--- src/rtl/rbp_pkg.sv ---
package rbp_pkg;

   typedef enum logic [0:0] {
      LANE_LO = 1'b0,
      LANE_HI = 1'b1
   } lane_kind_e;

   // a select counts as asserted only on a definite low
   function automatic logic sel_asserted(input logic pin_n);
      return (pin_n == 1'b0);
   endfunction

endpackage

--- src/rtl/rbp_hold.sv ---
module rbp_hold #(
   parameter int MAG_W = 12
) (
   input  logic             clk,
   input  logic             rst_n,
   input  logic             load,
   input  logic [MAG_W-1:0] mag_d,
   input  logic             neg_d,
   input  logic             over_d,
   output logic [MAG_W-1:0] mag_q,
   output logic             neg_q,
   output logic             over_q
);

   always_ff @(posedge clk or negedge rst_n) begin
      if (!rst_n) begin
         mag_q  <= '0;
         neg_q  <= 1'b0;
         over_q <= 1'b0;
      end else if (load) begin
         mag_q  <= mag_d;
         neg_q  <= neg_d;
         over_q <= over_d;
      end
   end

   assert_capture_R2: assert property (@(posedge clk) disable iff (!rst_n)
      load |=> (mag_q == $past(mag_d)) && (neg_q == $past(neg_d)) && (over_q == $past(over_d)));

   assert_hold_R3: assert property (@(posedge clk) disable iff (!rst_n)
      !load |=> $stable(mag_q) && $stable(neg_q) && $stable(over_q));

endmodule

--- src/rtl/rbp_pack.sv ---
module rbp_pack #(
   parameter int MAG_W  = 12,
   parameter int BYTE_W = 8
) (
   input  logic [MAG_W-1:0]  mag,
   input  logic              neg,
   input  logic              over,
   output logic [BYTE_W-1:0] lo_word,
   output logic [BYTE_W-1:0] hi_word
);

   localparam int HI_MAG_W = MAG_W - BYTE_W;
   localparam int OVER_POS = HI_MAG_W;
   localparam int NEG_POS  = HI_MAG_W + 1;

   generate
      if (HI_MAG_W < 1 || NEG_POS >= BYTE_W) begin : g_bad_geometry
         $error("rbp_pack: the high lane cannot hold the upper magnitude bits and both flags");
      end
   endgenerate

   always_comb begin
      lo_word = mag[BYTE_W-1:0];
      hi_word = '0;
      hi_word[HI_MAG_W-1:0] = mag[MAG_W-1:BYTE_W];
      hi_word[OVER_POS]     = over;
      hi_word[NEG_POS]      = neg;
   end

endmodule

--- src/rtl/rbp_lane.sv ---
module rbp_lane
   import rbp_pkg::*;
#(
   parameter int         BYTE_W = 8,
   parameter lane_kind_e KIND   = LANE_LO
) (
   input  logic              clk,
   input  logic              rst_n,
   input  logic              mode_hs,
   input  logic              cs_n,
   input  logic              en_n,
   input  logic [BYTE_W-1:0] payload,
   output logic [BYTE_W-1:0] bus,
   output logic              drive
);

   always_comb begin
      drive = !mode_hs && sel_asserted(cs_n) && sel_asserted(en_n);
      bus   = drive ? payload : '0;
   end

   generate
      if (KIND == LANE_HI) begin : g_hi_chk
         assert_hi_quiet_R8: assert property (@(posedge clk) disable iff (!rst_n)
            !drive |-> (bus == '0));
      end else begin : g_lo_chk
         assert_lo_quiet_R8: assert property (@(posedge clk) disable iff (!rst_n)
            !drive |-> (bus == '0));
      end
   endgenerate

endmodule

--- src/rtl/rbp_read_port.sv ---
module rbp_read_port
   import rbp_pkg::*;
#(
   parameter int MAG_W  = 12,
   parameter int BYTE_W = 8
) (
   input  logic              clk,
   input  logic              rst_n,
   input  logic              res_load,
   input  logic [MAG_W-1:0]  res_mag,
   input  logic              res_neg,
   input  logic              res_over,
   input  logic              mode_hs,
   input  logic              cs_n,
   input  logic              hi_en_n,
   input  logic              lo_en_n,
   output logic [BYTE_W-1:0] lo_bus,
   output logic              lo_drive,
   output logic [BYTE_W-1:0] hi_bus,
   output logic              hi_drive
);

   localparam int HI_MAG_W  = MAG_W - BYTE_W;
   localparam int SPARE_LSB = HI_MAG_W + 2;

   logic [MAG_W-1:0]  held_mag;
   logic              held_neg;
   logic              held_over;
   logic [BYTE_W-1:0] lo_word;
   logic [BYTE_W-1:0] hi_word;

   rbp_hold #(.MAG_W(MAG_W)) u_hold (
      .clk    (clk),
      .rst_n  (rst_n),
      .load   (res_load),
      .mag_d  (res_mag),
      .neg_d  (res_neg),
      .over_d (res_over),
      .mag_q  (held_mag),
      .neg_q  (held_neg),
      .over_q (held_over)
   );

   rbp_pack #(.MAG_W(MAG_W), .BYTE_W(BYTE_W)) u_pack (
      .mag     (held_mag),
      .neg     (held_neg),
      .over    (held_over),
      .lo_word (lo_word),
      .hi_word (hi_word)
   );

   rbp_lane #(.BYTE_W(BYTE_W), .KIND(LANE_LO)) u_lane_lo (
      .clk     (clk),
      .rst_n   (rst_n),
      .mode_hs (mode_hs),
      .cs_n    (cs_n),
      .en_n    (lo_en_n),
      .payload (lo_word),
      .bus     (lo_bus),
      .drive   (lo_drive)
   );

   rbp_lane #(.BYTE_W(BYTE_W), .KIND(LANE_HI)) u_lane_hi (
      .clk     (clk),
      .rst_n   (rst_n),
      .mode_hs (mode_hs),
      .cs_n    (cs_n),
      .en_n    (hi_en_n),
      .payload (hi_word),
      .bus     (hi_bus),
      .drive   (hi_drive)
   );

   assert_lo_gate_R6: assert property (@(posedge clk) disable iff (!rst_n)
      lo_drive |-> (!mode_hs && !cs_n && !lo_en_n));

   assert_hi_gate_R6: assert property (@(posedge clk) disable iff (!rst_n)
      hi_drive |-> (!mode_hs && !cs_n && !hi_en_n));

   assert_mode_off_R7: assert property (@(posedge clk) disable iff (!rst_n)
      mode_hs |-> (!lo_drive && !hi_drive));

   assert_chip_off_R9: assert property (@(posedge clk) disable iff (!rst_n)
      cs_n |-> (!lo_drive && !hi_drive));

   generate
      if (SPARE_LSB < BYTE_W) begin : g_spare_chk
         assert_hi_spare_R5: assert property (@(posedge clk) disable iff (!rst_n)
            hi_drive |-> (hi_bus[BYTE_W-1:SPARE_LSB] == '0));
      end
   endgenerate

endmodule

--- config.mk ---
export PLATFORM = sky130hd
export DESIGN_NAME = rbp_read_port
export DESIGN_NICKNAME = d
export VERILOG_FILES = /design/src/rtl/rbp_pkg.sv /design/src/rtl/rbp_hold.sv /design/src/rtl/rbp_pack.sv /design/src/rtl/rbp_lane.sv /design/src/rtl/rbp_read_port.sv
export SDC_FILE = /design/constraint.sdc
export NUM_CORES = 1
export LEC_CHECK = 0
export CAP_MARGIN = 15
export CORE_MARGIN = 2
export CORE_UTILIZATION = 35
export DETAILED_ROUTE_END_ITERATION = 8
export PLACE_DENSITY = 0.75
export SLEW_MARGIN = 20
export SYNTH_ARGS = -nofsm -noshare
export SYNTH_HDL_FRONTEND = slang
export SYNTH_SLANG_ARGS = --single-unit
--- constraint.sdc ---
create_clock -name clk -period 0.8 [get_ports clk]
set_input_delay 0.16 -clock clk [delete_from_list [all_inputs] [get_ports clk]]
set_output_delay 0.16 -clock clk [all_outputs]
set_load 0.005 [all_outputs]
==> flow_summary.toml <==
[status]
status = "finished, violations left"
violations = "negative setup slack"

[power]
power_leakage_uw = 0.000615
netSwitchingPower_uw = 475
p_total_uw = 1880
intPower_uw = 1410
power_density_nw_per_um2 = 1340
pwr-share-comb_pct = 29.5
pwr-share-clk_pct = 27.1
peakVddDrop_uv = 1290
netSwitchingFraction_pct = 25.2
p_seq_share_pct = 43.4

[critical_path]
max_stage_delay_ps = 360
cpMaxStageDelayCell = "dfrtp_1"
crit_required_ps = 640
reg2reg_slack_ps = -110
cp.arrival_ps = 1010
crit_path_cell_trace = "nor4b_4 -> buf_2"
crit_fanout = 2
critical_path_class = "flop to output port"
crit_path_start_kind = "flop"
end_kind = "output port"

[global_route]
grt_use_total_pct = 20.6
grt_first_pass_wirelength_um = 3760
grt_overflow = 0
antenna_found_initial = 0
grt_pass1_vias = 708
grt_start_max_net_pins = 15

[synthesis]
synthArstFlopShare_pct = 100
synth_top_cell_by_area = "dfrtp_1"
synth_cells = 53
yosysUniqueCellTypes = 9
synth-main-ff-cell = "dfrtp_1"
syn_area_um2 = 764
synth_mux_area_share_pct = 20.6
syn_avg_cell_area_um2 = 14.4
ys_warn_count = 0
synth_edf_count = 0
synthXorXnorAreaFrac_pct = 0
synth_compound_area_share_pct = 0
yosys-top-cells-area = "dfrtp_1 (46%), mux2_2 (21%), nor4b_2 (16%)"
synth_adder_area_share_pct = 0
synth_top_family_by_area = "simple AND/OR/NAND/NOR gates"
ys_seq_area_share_pct = 45.8
synthTopCellsByCount = "dfrtp_1 (14), mux2_2 (14), nor4b_2 (8)"
yosys.area_share.simple_pct = 23.9
netlist.area_leader.share_pct = 45.8
ys_seq_elements = 14

[drt]
vias = 626
drtIter0Drc = 5
avgRoutedWirePerCell_um = 18.6
routed_wl_um = 2350
drcViolationCount = 0
firstDrtPassIters = 3
drt.antenna.violating_nets = 0
via_per_inst = 4.97

[clock_tree]
clk_pin_slew_ps = 90
clk-insertion-delay-late_ps = 270
cts.sinks = 14
cts.path.max_buffers = 2
cts_tree = "done"
cts_hold_buf = 0
numCtsBuffers = 3
htreeDepth = 1
cts-root-buf = "clkbuf_4"

[die]
dieArea_um2 = 2570
core_um2 = 2000
io_pins = 39
die_h_um = 50.7
rows = 16
die_width_um = 50.7
start_util_pct = 38.2

[timing]
finalHoldViolations = 0
fmax_mhz = 858
setup_violations = 19
fin_crit_sh_pct = 146
slew_violations = 0
finalCriticalPeriod_ps = 1170
skew_ps = 0
rsz0062_at_grt = "yes"
fin_ws_ps = -366

[final_layout]
final_area_um2 = 1400
nFillCells = 139
fin_cells = 126
diodes = 0
layout-drive-gt1-share_pct = 67.7
final_util_pct = 70.0
area_delta_synth_final_pct = 83.3
final_nets = 121

[place]
place_congestion = 0.702
port-buffer-count = 36
post-place-ws_ps = -1020
placed_area_um2 = 1200
place_inst = 115
dp.final_hpwl_um = 1200

[job]
max_cap_violations = 0

[worst_hold_path]
hp-class = "input port to async pin"
layout make-up:
| class | count | area, um^2 | share of cell area, % |
|---|---|---|---|
| Timing Repair Buffer | 49 | 503 | 35.9 |
| Clock buffer | 4 | 36.3 | 2.59 |
| Multi-Input combinational cell | 32 | 478 | 34.1 |
| Sequential cell | 14 | 350 | 25.0 |
| Tap cell | 27 | 33.8 | 2.41 |
final timing paths:
path	startpoint	endpoint	depth (start not counted)
setup reg to reg	u_hold.mag_q[5]	u_hold.mag_q[5]	2
setup / recovery	u_hold.mag_q[3]	lo_bus[3]	2
max in group asynchronous	rst_n	u_hold.mag_q[11]	2
hold reg to reg	u_hold.neg_q	u_hold.neg_q	1
min in group clk	res_load	u_hold.mag_q[0]	3
hold / removal	rst_n	u_hold.mag_q[5]	2
routing by layer:
metal	wire [um]	global-route usage, %	share of wire (%)	vias up
li1	-	-	-	290
met1	1030	26.4	44	308
met2	1150	35.1	49	26
met3	143	5.06	6.1	2
met4	14	4.05	0.60	0
met5	0	0	0	-
state kept, by name (all words and copies together) (netlist names):
name and flops:
u_hold.neg_q 1, u_hold.mag_q 12, u_hold.over_q 1
cell usage in the layout, fill, tap and decap left out, drive strengths merged:
cell / n
buf: 33
nor4b: 14
mux2: 14
nor3: 2
clkdlybuf4s50: 15
conb: 2
clkdlybuf4s15: 1
clkbuf: 4
dfrtp: 14
critical path: cells and delay by family, from the launching register on:
family                 cells  cell delay, ps
buffers and inverters      1             160
DFF                        1             360
and+or+nand+nor            1             210
metrics by stage:
step                setup TNS (ps)  hold slack, ps
finish                       -5090             215
global placement            -21980             481
CTS                          -4790             219
global route                 -6200             212
floorplan                     -351            -136
detailed placement          -21980             489
logic make-up after synthesis:
| kind of cell | Yosys count |
|---|---|
| and+or+nand+nor | 16 |
| muxes | 14 |
| other | 1 |
| DFF | 14 |
| buffers and inverters | 8 |
power by group through the flow:
stage	Sequential [uW]	Clock, uW	Combinational (uW)
final	816	510	555
after global routing	823	576	585
after CTS	813	512	518
after detailed placement	825	0	417
after global placement	821	0	410
after floorplan	812	0	206
what timing repair did:
item | in CTS | in global routing
setup endpoints to repair | 30 | 19
cloned | 4 | 0
gates resized for setup | 109 | 2
setup buffers | 1 | 2
pin swaps | 1 | 0
Power figures use the tool's default switching activity.
